==> config.mk <==
export PLATFORM = sky130hd
export DESIGN_NAME = serial_rx_buffer
export DESIGN_NICKNAME = d
export VERILOG_FILES = /design/src/rtl/srx_pkg.sv /design/src/rtl/srx_sync.sv /design/src/rtl/srx_framer.sv /design/src/rtl/srx_queue.sv /design/src/rtl/serial_rx_buffer.sv
export SDC_FILE = /design/constraint.sdc
export NUM_CORES = 1
export LEC_CHECK = 0
export BUFFER_PORTS_ARGS = -buffer_cell sky130_fd_sc_hd__buf_2
export CAP_MARGIN = 25
export CORE_MARGIN = 2
export CORE_UTILIZATION = 55
export DETAILED_ROUTE_END_ITERATION = 16
export PLACE_DENSITY = 0.78
export SETUP_SLACK_MARGIN = 0.4
export SYNTH_ARGS = -nofsm -noshare
export SYNTH_HDL_FRONTEND = slang
export SYNTH_SLANG_ARGS = --single-unit
==> constraint.sdc <==
create_clock -name clk -period 7.2 [get_ports clk]
set_input_delay 0.36 -clock clk [delete_from_list [all_inputs] [get_ports clk]]
set_output_delay 0.36 -clock clk [all_outputs]
set_load 0.01 [all_outputs]
==> src/rtl/srx_pkg.sv <==
package srx_pkg;

   typedef struct packed {
      logic       brk;
      logic       ferr;
      logic       perr;
      logic [7:0] data;
   } srx_entry_t;

   typedef enum logic [2:0] {
      FR_IDLE,
      FR_START,
      FR_DATA,
      FR_PAR,
      FR_STOP,
      FR_WAITHI
   } fr_state_t;

endpackage

==> src/rtl/srx_sync.sv <==
module srx_sync #(
   parameter int   STAGES    = 2,
   parameter logic RESET_VAL = 1'b1
) (
   input  logic clk,
   input  logic rst_n,
   input  logic d,
   output logic q
);

   generate
      if (STAGES == 0) begin : g_bypass
         assign q = d;
      end else begin : g_chain
         logic [STAGES-1:0] chain;
         always_ff @(posedge clk or negedge rst_n) begin
            if (!rst_n) chain <= {STAGES{RESET_VAL}};
            else if (STAGES == 1) chain[0] <= d;
            else chain <= {chain[STAGES-2:0], d};
         end
         assign q = chain[STAGES-1];
      end
   endgenerate

endmodule

==> src/rtl/srx_framer.sv <==
module srx_framer
   import srx_pkg::*;
#(
   parameter int OVERSAMPLE = 16
) (
   input  logic       clk,
   input  logic       rst_n,
   input  logic       tick,
   input  logic       rxs,
   input  logic [1:0] char_len,
   input  logic       par_en,
   input  logic       par_odd,
   output logic       push,
   output srx_entry_t push_entry
);

   localparam int SUB_W = $clog2(OVERSAMPLE);
   localparam logic [SUB_W-1:0] SUB_MID  = SUB_W'(OVERSAMPLE / 2 - 1);
   localparam logic [SUB_W-1:0] SUB_LAST = SUB_W'(OVERSAMPLE - 1);

   fr_state_t        st;
   logic [SUB_W-1:0] sub;
   logic [2:0]       bitn;
   logic [7:0]       shreg;
   logic             pbit;
   logic [2:0]       last_bit;
   logic             stop_zero;

   assign last_bit  = 3'd4 + 3'(char_len);
   assign stop_zero = !rxs && (shreg == 8'd0) && !pbit;

   always_ff @(posedge clk or negedge rst_n) begin
      if (!rst_n) begin
         st         <= FR_IDLE;
         sub        <= '0;
         bitn       <= '0;
         shreg      <= '0;
         pbit       <= 1'b0;
         push       <= 1'b0;
         push_entry <= '0;
      end else begin
         push <= 1'b0;
         case (st)
            FR_IDLE: begin
               if (tick && !rxs) begin
                  st  <= FR_START;
                  sub <= '0;
               end
            end
            FR_START: begin
               if (tick) begin
                  if (sub == SUB_MID) begin
                     sub   <= '0;
                     bitn  <= '0;
                     shreg <= '0;
                     pbit  <= 1'b0;
                     st    <= rxs ? FR_IDLE : FR_DATA;
                  end else begin
                     sub <= sub + 1'b1;
                  end
               end
            end
            FR_DATA: begin
               if (tick) begin
                  if (sub == SUB_LAST) begin
                     sub         <= '0;
                     shreg[bitn] <= rxs;
                     if (bitn == last_bit) st <= par_en ? FR_PAR : FR_STOP;
                     else bitn <= bitn + 1'b1;
                  end else begin
                     sub <= sub + 1'b1;
                  end
               end
            end
            FR_PAR: begin
               if (tick) begin
                  if (sub == SUB_LAST) begin
                     sub  <= '0;
                     pbit <= rxs;
                     st   <= FR_STOP;
                  end else begin
                     sub <= sub + 1'b1;
                  end
               end
            end
            FR_STOP: begin
               if (tick) begin
                  if (sub == SUB_LAST) begin
                     sub             <= '0;
                     push            <= 1'b1;
                     push_entry.data <= shreg;
                     push_entry.ferr <= !rxs;
                     push_entry.brk  <= stop_zero;
                     push_entry.perr <= !stop_zero && par_en &&
                                        ((^shreg ^ pbit) != par_odd);
                     st              <= stop_zero ? FR_WAITHI : FR_IDLE;
                  end else begin
                     sub <= sub + 1'b1;
                  end
               end
            end
            FR_WAITHI: begin
               if (rxs) st <= FR_IDLE;
            end
            default: st <= FR_IDLE;
         endcase
      end
   end

endmodule

==> src/rtl/srx_queue.sv <==
module srx_queue
   import srx_pkg::*;
#(
   parameter int DEPTH = 16
) (
   input  logic                       clk,
   input  logic                       rst_n,
   input  logic                       fifo_en,
   input  logic                       push,
   input  srx_entry_t                 push_entry,
   input  logic                       pop,
   input  logic                       ovr_clr,
   output srx_entry_t                 head,
   output logic [$clog2(DEPTH+1)-1:0] level,
   output logic                       overrun
);

   localparam int AW    = $clog2(DEPTH);
   localparam int LVL_W = $clog2(DEPTH + 1);
   localparam logic [LVL_W-1:0] CAP_FIFO = LVL_W'(DEPTH);
   localparam logic [LVL_W-1:0] CAP_HOLD = LVL_W'(1);

   srx_entry_t       mem [DEPTH];
   logic [AW-1:0]    wr_ptr, rd_ptr;
   logic             mode_q, flush, accept, take;
   logic [LVL_W-1:0] cap;

   assign cap    = fifo_en ? CAP_FIFO : CAP_HOLD;
   assign flush  = fifo_en != mode_q;
   assign accept = push && (level < cap) && !flush;
   assign take   = pop && (level != '0) && !flush;
   assign head   = mem[rd_ptr];

   always_ff @(posedge clk or negedge rst_n) begin
      if (!rst_n) begin
         wr_ptr  <= '0;
         rd_ptr  <= '0;
         level   <= '0;
         mode_q  <= 1'b0;
         overrun <= 1'b0;
      end else begin
         mode_q <= fifo_en;
         if (flush) begin
            wr_ptr <= '0;
            rd_ptr <= '0;
            level  <= '0;
         end else begin
            if (accept) wr_ptr <= wr_ptr + 1'b1;
            if (take)   rd_ptr <= rd_ptr + 1'b1;
            case ({accept, take})
               2'b10:   level <= level + 1'b1;
               2'b01:   level <= level - 1'b1;
               default: level <= level;
            endcase
         end
         if (push && !accept && !flush) overrun <= 1'b1;
         else if (ovr_clr)              overrun <= 1'b0;
      end
   end

   always_ff @(posedge clk) begin
      if (accept) mem[wr_ptr] <= push_entry;
   end

endmodule

==> src/rtl/serial_rx_buffer.sv <==
module serial_rx_buffer
   import srx_pkg::*;
#(
   parameter int DEPTH       = 16,
   parameter int OVERSAMPLE  = 16,
   parameter int SYNC_STAGES = 2
) (
   input  logic                       clk,
   input  logic                       rst_n,
   input  logic                       tick16,
   input  logic                       rxd,
   input  logic                       fifo_en,
   input  logic [1:0]                 char_len,
   input  logic                       par_en,
   input  logic                       par_odd,
   input  logic                       pop,
   input  logic                       ovr_clr,
   output logic [7:0]                 rd_data,
   output logic                       rd_perr,
   output logic                       rd_ferr,
   output logic                       rd_brk,
   output logic                       rd_valid,
   output logic [$clog2(DEPTH+1)-1:0] rd_level,
   output logic                       overrun
);

   generate
      if (DEPTH < 2 || (DEPTH & (DEPTH - 1)) != 0) begin : g_bad_depth
         $error("DEPTH must be a power of two of at least 2");
      end
      if (OVERSAMPLE < 4 || (OVERSAMPLE & (OVERSAMPLE - 1)) != 0) begin : g_bad_os
         $error("OVERSAMPLE must be a power of two of at least 4");
      end
      if (SYNC_STAGES < 0 || SYNC_STAGES > 4) begin : g_bad_sync
         $error("SYNC_STAGES must lie in 0..4");
      end
   endgenerate

   logic       rxs;
   logic       push_w;
   srx_entry_t push_entry_w;
   srx_entry_t head_w;

   srx_sync #(.STAGES(SYNC_STAGES), .RESET_VAL(1'b1)) sync_i (
      .clk(clk), .rst_n(rst_n), .d(rxd), .q(rxs)
   );

   srx_framer #(.OVERSAMPLE(OVERSAMPLE)) framer_i (
      .clk(clk), .rst_n(rst_n), .tick(tick16), .rxs(rxs),
      .char_len(char_len), .par_en(par_en), .par_odd(par_odd),
      .push(push_w), .push_entry(push_entry_w)
   );

   srx_queue #(.DEPTH(DEPTH)) queue_i (
      .clk(clk), .rst_n(rst_n), .fifo_en(fifo_en),
      .push(push_w), .push_entry(push_entry_w),
      .pop(pop), .ovr_clr(ovr_clr),
      .head(head_w), .level(rd_level), .overrun(overrun)
   );

   assign rd_valid = rd_level != '0;
   assign rd_data  = head_w.data;
   assign rd_perr  = head_w.perr;
   assign rd_ferr  = head_w.ferr;
   assign rd_brk   = head_w.brk;

endmodule

# Word-level counts from Yosys, hierarchy flattened

Memory sizes are Yosys's and may differ from the RTL's.
Cells that the tools add are included.

Register bits after elaboration: 48
Memory bits (writable): 176
Output and inout port bits: 18
Word-level logic and storage cells: 142
Memories: 1

Memory list:

| memory      | words | width | read ports | clocked after memory_dff | wr ports | RTL line        | RTL |
|---|---|---|---|---|---|---|---|
| queue_i.mem | 16    | 11    | 1          | 0                        | 1        | srx_queue.sv:23 | `srx_entry_t mem [DEPTH];` |

Add/subtract/negate cells: 7
Magnitude comparators: 3
Equal/unequal tests: 25
Muxes and demuxes: 54
Bitwise gates (word level): 1
Reduce and logical (&&, ||, !) cells: 35

Operators by type and width:

| kind                | number |
|---|---|
| $mux 3              | 18 |
| $mux 4              | 9 |
| $mux 8              | 4 |
| $pmux 3 s6          | 1 |
| $pmux 8 s2          | 1 |
| $ne 2x1->1 const B  | 7 |
| $add 4x1->4 const B | 3 |
| $logic_and 1x1->1   | 12 |
| $mux 1              | 12 |
| $ne 2x2->1 const B  | 6 |
| $pmux 4 s3          | 1 |
| $reduce_and 11->1   | 1 |
| $mux 5              | 2 |
| $pmux 5 s2          | 1 |
| $reduce_and 5->1    | 2 |
| $reduce_bool 2->1   | 5 |
| $bwmux 8            | 1 |
| $logic_not 8->1     | 1 |
| $reduce_xor 8->1    | 1 |
| $eq 3x2->1 const B  | 2 |
| $eq 3x3->1 const B  | 2 |
| $pmux 3 s2          | 1 |
| $reduce_and 6->1    | 1 |
| $reduce_bool 3->1   | 2 |
| 24 further kinds    | 29 |

# Depth between registers and ports, before layout

Gate-level depths: netlist (run 1).

Word-level depth: 8
Depth in mapped cells: 13

# Cells and area by module

Synthesis (run 1) repeated with hierarchy kept, for this count alone.

Cell total of the unflattened synthesis: 563
Area, all modules: 9,547.9 sq um

Modules (own cells, without submodules):

| module           | times used | cells each | area each (sq um) | sequential area each (sq um) |
|---|---|---|---|---|
| srx_queue        | 1          | 360        | 7,636.1           | 5,660.4 |
| srx_framer       | 1          | 198        | 1,846.8           | 775.7 |
| srx_sync         | 1          | 2          | 52.6              | 52.6 |
| serial_rx_buffer | 1          | 3          | 12.5              | 0.0 |

# Least setup slack after synthesis (run 1)

No wires, ideal clock.

Path type: register to register
Start point: register queue_i.level[1]
End point: register queue_i.level[4]
Setup time: 0.077 ns
Arrival time: 2.823 ns
Required time: 7.123 ns
Slack: 4.300 ns
Cell stages (with the launch flop): 12
Buffers on the path: 1
Period minus slack after synthesis: 2.900 ns
Cells stage by stage: dfrtp_1 -> or4_4 -> o21ai_4 -> nand3_2 -> buf_6 -> ha_1 -> ha_1 -> nor2b_1 -> o21ai_0 -> a211oi_1 -> or3_1 -> a21oi_1

Longest elaborated chain between the ends: 6
Elaborated cells on any way between the ends: 13

RTL lines:

| item                                                   | RTL line                         | RTL |
|---|---|---|
| start, declared                                        | srx_queue.sv:14                  | `output logic [$clog2(DEPTH+1)-1:0] level,` |
| start signal, assigned                                 | srx_queue.sv:51                  | `2'b10: level <= level + 1'b1;` |
| start signal, assigned                                 | srx_queue.sv:52                  | `2'b01: level <= level - 1'b1;` |
| start signal, assigned                                 | srx_queue.sv:53                  | `default: level <= level;` |
| $lt 5x5->1 / $reduce_bool 5->1 (equally long branches) | srx_queue.sv:30, srx_queue.sv:31 |  |
| $logic_and 1x1->1 (on tied branches) (2 in series)     | srx_queue.sv:30, srx_queue.sv:31 |  |
| $eq 2x1->1 / $eq 2x2->1 (equally long branches)        | srx_queue.sv:50                  | `case ({accept, take})` |
| $pmux 5 s2                                             | srx_queue.sv:50                  |  |
| $mux 5                                                 | srx_queue.sv:43                  | `if (flush) begin` |

Several ways; a longest one is shown, not always the timed one.
A chain may end at the register's enable or synchronous reset.

# Worst setup path after layout (run 1)

Same ends and word-level chain as after synthesis.

==> results of run 1 <==
[power by group through the flow]
stage | clock network [mW] | registers [mW] | logic, mW
finish | 1.17 | 1.45 | 0.174
global route | 1.23 | 1.46 | 0.197
floorplan | 0 | 1.44 | 0.178
detailed placement | 0 | 1.48 | 0.170
CTS | 1.19 | 1.45 | 0.171
global placement | 0 | 1.47 | 0.162
[critical path, cell delays in order (launching register included)]
cell	delay (ns)
dfrtp_1	0.43
or4_4	0.58
o21ai_4	0.19
nand3_2	0.28
ha_1	0.37
ha_1	0.34
nor2b_1	0.21
o21ai_0	0.15
a211oi_1	0.39
o21ai_0	0.16
a21oi_1	0.18
[synth_stat cells (all sizes together) (2+ instances only)]
master | n | area share [%]
or3 | 3 | 0.20
edfxtp | 176 | 55
a21oi | 14 | 0.73
nand3 | 17 | 0.94
nand2 | 36 | 1.4
nor2b | 8 | 0.52
a21o | 4 | 0.31
dfrtp | 46 | 12
nor3b | 4 | 0.37
o2111ai | 3 | 0.28
mux4 | 55 | 13
xnor2 | 8 | 0.73
nand4 | 2 | 0.13
nor2 | 25 | 0.98
inv | 24 | 0.94
clkbuf | 16 | 0.64
mux2i | 3 | 0.31
o21a | 2 | 0.16
xor2 | 9 | 0.83
nor3 | 12 | 0.80
and3 | 2 | 0.13
o21ai | 35 | 2.0
a31oi | 8 | 0.52
buf | 15 | 0.98
nand2b | 2 | 0.13
dfstp | 2 | 0.55
and2 | 9 | 0.59
o31ai | 3 | 0.24
ha | 16 | 2.1
[cell type report]
type,instances,share of cell area [%]
flip-flops and latches,224,60.75
multi-input cells,300,26.35
clock buffers,23,5.386
well taps,225,2.635
repair buffers,41,2.494
clock inverters,16,1.546
inverters,24,0.8431
[sequential cells by signal (all words and copies together), names as in the netlist]
signal,flops
framer_i.st,3
queue_i.mem,176
queue_i.level,5
framer_i.push,1
queue_i.overrun,1
sync_i.g_chain.chain,2
queue_i.wr_ptr,4
framer_i.bitn,3
queue_i.mode_q,1
framer_i.sub,4
queue_i.rd_ptr,4
framer_i.pbit,1
framer_i.push_entry,11
framer_i.shreg,8
[through the flow]
stage	hold WS, ns	cells
6_report	0.05322	853
2_1_floorplan	0.06441	579
3_5_place_dp	0.3468	810
4_1_cts	0.04112	850
5_1_grt	0.05094	853
3_3_place_gp	0.3466	807
[routing by layer]
metal / share of wire (%) / GRT usage, % / vias up
met5: 0 / 0 / -
met4: 2.3 / 4.861 / 0
met3: 5.9 / 3.367 / 35
met2: 50 / 37.43 / 202
met1: 42 / 31.77 / 2726
li1: - / - / 2317
[cell families after synthesis]
| logic type | after synthesis | synth area share, % |
|---|---|---|
| compound gates | 80 | 5.207 |
| fa+ha+maj | 17 | 2.308 |
| mux | 59 | 13.42 |
| buf+inv | 55 | 2.571 |
| simple gates | 127 | 6.912 |
| xor+xnor | 17 | 1.561 |
| flops | 224 | 68.02 |
[path summary, 6_finish.rpt]
| check | to | depth (start not counted) | start |
|---|---|---|---|
| worst min-delay path | queue_i.overrun | 2 | ovr_clr |
| max in group asynchronous | queue_i.rd_ptr[0] | 3 | rst_n |
| worst min register to register | sync_i.g_chain.chain[1] | 0 | sync_i.g_chain.chain[0] |
| worst max-delay path | queue_i.level[4] | 10 | queue_i.level[1] |
| worst max register to register | queue_i.level[4] | 10 | queue_i.level[1] |
| min in group asynchronous | framer_i.bitn[2] | 2 | rst_n |
==> flow_summary_export.csv, run 1 <==
group,metric,value,unit
cts,cts_setup_buffers,0,
cts,h-tree-depth,1,
cts,cts_resized,0,
finish,final_common_cell,"edfxtp_1",
logic_synthesis,synth_seq_cells,224,
timing,final_hold_viol_count,0,
logic_synthesis,ys_dominant_reg_cell,"edfxtp_1",
grt,grt_usage,22.38,%
grt,grt_pass1_wl,30.79,mm
finish,seqCellArea,6491,µm²
timing,setup_tns,0,ns
logic_synthesis,ys_seq_area_share,68.02,%
finish,diodes,0,
drt,drt-initial-drc-count,487,
drt,drt.antenna.violating_nets,0,
timing,finalMaxSlewViolations,0,
status,status,"complete, no violations",
grt,gr-total-overflow,0,
pwr,switching_power,626.1,µW
finish,fillers,1222,
logic_synthesis,synthesis.nets,607,
cts,clk_pin_slew,0.06,ns
logic_synthesis,ys_async_sr_fraction,21.43,%
pwr,powerDensity,261.9,nW/µm²
logic_synthesis,synth_edf_count,176,
cts,clk_path_buf_depth,3,
setup_path,start_kind,"register",
grt,grt_max_degree,49,
flow_run,drv_cap,0,
finish,stdcell_area,10690,µm²
setup_path,path_max_fanout,11,
logic_synthesis,synth_cells,579,
cts,root_buffer,"clkbuf_16",
place,gp_congestion,0.8271,
pwr,ir_worst_vdd,0.2232,mV
finish,multi_input_area,2815,µm²
floorplan,ios,29,
timing,tightestPinTransition,0.9804,ns
setup_path,rrSetupSlack,3.82,ns
timing,grt_setup_unrepaired,"no",
pwr,p_clk_share,41.9,%
place,dp_hpwl,11.64,mm
pwr,power_frac_seq,51.9,%
place,post-place-ws,3.986,ns
drt,viasPerCell,6.190,
finish,drive_above_1_share,23.09,%
grt,first_global_vias,5420,
floorplan,die_area,18410,µm²
logic_synthesis,yosysWarnings,0,
finish,finish.utilization,62.43,%
cts,cts.sinks,224,
finish,synthToLayoutAreaGrowth,12.01,%
setup_path,end_kind,"register",
logic_synthesis,synth_cell_types,58,
place,io_buffers,28,
timing,fin_crit_sh,46.92,%
cts,cts_buffers,23,
setup_path,cp.required,7.62,ns
logic_synthesis,avgSynthCellArea,16.48,µm²
finish,layout_common_cells,"176 x edfxtp_1, 55 x mux4_2, 44 x dfrtp_1",
floorplan,core,17120,µm²
timing,max_freq,0.2960,GHz
setup_path,worstSetupPathType,"register to register",
drt,via_count,5280,
drt,drc,0,
finish,num-nets-final,642,
cts,cts_tree,"built",
drt,dr.pass1.iters,5,
timing,setup_viol,0,
pwr,p_leak,3.647,nW
pwr,internal_power,2.172,mW
logic_synthesis,synth_area,9539,µm²
pwr,power,2.798,mW
worst_hold_path,hp-class,"primary input to register",
timing,slew-limit-headroom,34.64,%
place,placed_area,9897,µm²
drt,wire_per_inst,22.99,µm
drt,drt_wl_total,19.61,mm
setup_path,arrival,3.80,ns
floorplan,rows,48,
pwr,swShare,22.37,%
cts,cts_hold_buf,1,
pwr,p_comb_share,6.2,%
timing,setup_ws,3.822,ns
floorplan,fp.dieW,135.7,µm
cts,worst_skew_pair.late_latency,0.51,ns
floorplan,start_util,55.73,%
timing,min_period,3.378,ns
floorplan,chipHeight,135.7,µm
timing,finalClockSkew,0.008029,ns
grt,antenna_found_initial,0,
(Power assumes the default switching activity.)
==> inputs of run 2 (changes only) <==
PLACE_DENSITY = 0.81   (was 0.78)
clock period = 2.8 ns   (was 7.2 ns; I/O delays follow)
==> run 2 against run 1 <==
Sequential power rose to 2.6 times the previous value; core utilization increased by 3.5 points; clock power rose to 2.6 times the previous value; final cell count is 4.0% higher; combinational power increased to 2.7 times the previous value; largest cell class unchanged; flip-flop and latch count stayed put; sequential share of layout area shrank 3.2 points; hold slack lost 0.0090 ns; critical path depth unchanged; total power grew to 2.6 times the previous value; critical path type unchanged.
==> flow_summary_export.csv, run 2 (same netlist as run 1, synthesis figures left out) <==
group,metric,value,unit
setup_path,cp.required,3.22,ns
flow_run,drv_cap,0,
timing,max_freq,0.3703,GHz
finish,synthToLayoutAreaGrowth,18.23,%
finish,seqCellArea,6496,µm²
setup_path,rrSetupSlack,0.1,ns
drt,drt.antenna.violating_nets,0,
worst_hold_path,hp-class,"primary input to register",
grt,gr-total-overflow,0,
place,gp_congestion,0.8559,
finish,layout_common_cells,"176 x edfxtp_1, 55 x mux4_2, 42 x dfrtp_1",
finish,diodes,0,
setup_path,r2r_cells,10,
setup_path,critPathMostFrequentCell,"ha_4",
drt,via_count,5382,
cts,clk_path_buf_depth,3,
setup_path,end_kind,"register",
grt,first_global_vias,5560,
floorplan,start_util,55.73,%
setup_path,path_cells,"or4_4 -> o21a_1 -> and2_4 -> ha_4 -> ha_4 -> nor2b_4 -> o21ai_2 -> a211oi_2 -> or3_1 -> a21oi_1",
finish,num-nets-final,675,
timing,setup_tns,0,ns
floorplan,core,17120,µm²
finish,drive_above_1_share,29.46,%
drt,viasPerCell,6.068,
finish,final_common_cell,"edfxtp_1",
timing,fin_crit_sh,96.45,%
finish,largest_registers,"queue_i.mem: 176 flops, framer_i.push_entry: 11 flops, framer_i.shreg: 8 flops",
grt,antenna_found_initial,0,
timing,setup_viol,0,
floorplan,fp.dieW,135.7,µm
timing,final_hold_viol_count,0,
grt,grt_pass1_wl,31.46,mm
timing,finalMaxSlewViolations,0,
cts,cts_tree,"built",
pwr,p_leak,3.912,nW
setup_path,worstSetupPathType,"register to register",
cts,h-tree-depth,1,
setup_path,critical-path-slowest-cell,"or4_4",
drt,wire_per_inst,23.33,µm
setup_path,start_kind,"register",
floorplan,ios,29,
cts,root_buffer,"clkbuf_16",
place,io_buffers,28,
drt,dr.pass1.iters,5,
timing,min_period,2.700,ns
cts,worst_skew_pair.late_latency,0.50,ns
timing,finalClockSkew,0.01321,ns
cts,cts.sinks,224,
floorplan,rows,48,
pwr,powerDensity,642.0,nW/µm²
setup_path,critPathMaxStageDelay,0.57,ns
cts,cts_buffers,23,
finish,max_flop_register,"queue_i.mem",
setup_path,arrival,3.12,ns
worst_hold_path,min_path_cells,3,
finish,largest_reg_flops,176,
finish,finish.utilization,65.89,%
timing,slew-limit-headroom,33.67,%
place,dp_hpwl,12.04,mm
drt,drt_wl_total,20.69,mm
floorplan,die_area,18410,µm²
timing,grt_setup_unrepaired,"yes",
status,status,"complete, no violations",
finish,multi_input_area,2898,µm²
grt,grt_usage,22.90,%
setup_path,cp_num_cells,10,
setup_path,critPathTopFamily,"simple AND/OR/NAND/NOR gates",
grt,grt_max_degree,49,
pwr,ir_worst_vdd,0.8718,mV
floorplan,chipHeight,135.7,µm
drt,drt-initial-drc-count,354,
setup_path,crit_buf_inv,0,
cts,clk_pin_slew,0.06,ns
drt,drc,0,
finish,fillers,1125,
timing,tightestPinTransition,0.9916,ns
setup_path,path_max_fanout,5,
==> run 2: changes by cell type in the layout (fill, tap and decap cells not counted), sizes merged <==
cell,change
clkinv,+1
buf,+29
dlygate4sd3,+3
clkinvlp,-1
clkbuf,+2
==> run 2: repair_timing <==
item | in CTS | in global routing
pin swaps | 4 | 3
hold endpoints to repair | 50 | 0
buffers inserted | 7 | 2
hold buffers | 5 | 0
cloned | 3 | 1
resized for setup | 19 | 26
setup endpoints to repair | 107 | 105
==> run 2: where the power goes <==
part           switching, mW  internal [mW]  total, mW
logic                  0.245          0.219      0.464
clock network           1.23           1.81       3.04
registers              0.138           3.60       3.74
==> run 2: layout make-up <==
cell class,count,area share [%]
clock inverter,16,1.487
timing repair buffer,74,6.701
clock buffer,24,5.225
inverter,24,0.7988
sequential,224,57.60
tap,225,2.496
multi-input combinational,300,25.69
==> run 2: per-stage QoR <==
stage | std cells | area (µm²) | total power [mW] | setup WS [ns] | hold slack (ns)
global route | 887 | 11280 | 7.490 | 0.04755 | 0.05839
finish | 887 | 11280 | 7.241 | 0.09951 | 0.04425
floorplan | 579 | 9568 | 4.149 | 0.04957 | -0.1556
detailed placement | 828 | 10080 | 4.242 | 0.009096 | 0.2487
global placement | 828 | 10080 | 4.209 | 0.1620 | 0.2467
CTS | 883 | 11100 | 7.273 | 0.1571 | 0.02832
==> run 2: worst reg2reg max path, stage by stage, from the launching register on <==
cell and delay [ns]:
dfrtp_1 0.39, or4_4 0.57, o21a_1 0.21, and2_4 0.15, ha_4 0.18, ha_4 0.23
nor2b_4 0.13, o21ai_2 0.18, a211oi_2 0.11, or3_1 0.35, a21oi_1 0.12
==> run 2: worst paths after layout <==
kind                                    startpoint                       to
setup / recovery                  queue_i.level[1]         queue_i.level[4]
hold / removal                              tick16          framer_i.sub[2]
setup reg to reg                  queue_i.level[1]         queue_i.level[4]
hold reg to reg            sync_i.g_chain.chain[0]  sync_i.g_chain.chain[1]
max in group asynchronous                    rst_n  sync_i.g_chain.chain[0]
min in group asynchronous                    rst_n         queue_i.level[4]
==> run 2: per-layer routing <==
metal	part of all wire [%]	vias up	GRT usage, %
li1	-	2390	-
met1	38	2780	28.49
met2	54	181	41.58
met3	5.1	31	3.292
met4	2.7	0	7.176
met5	0	-	0
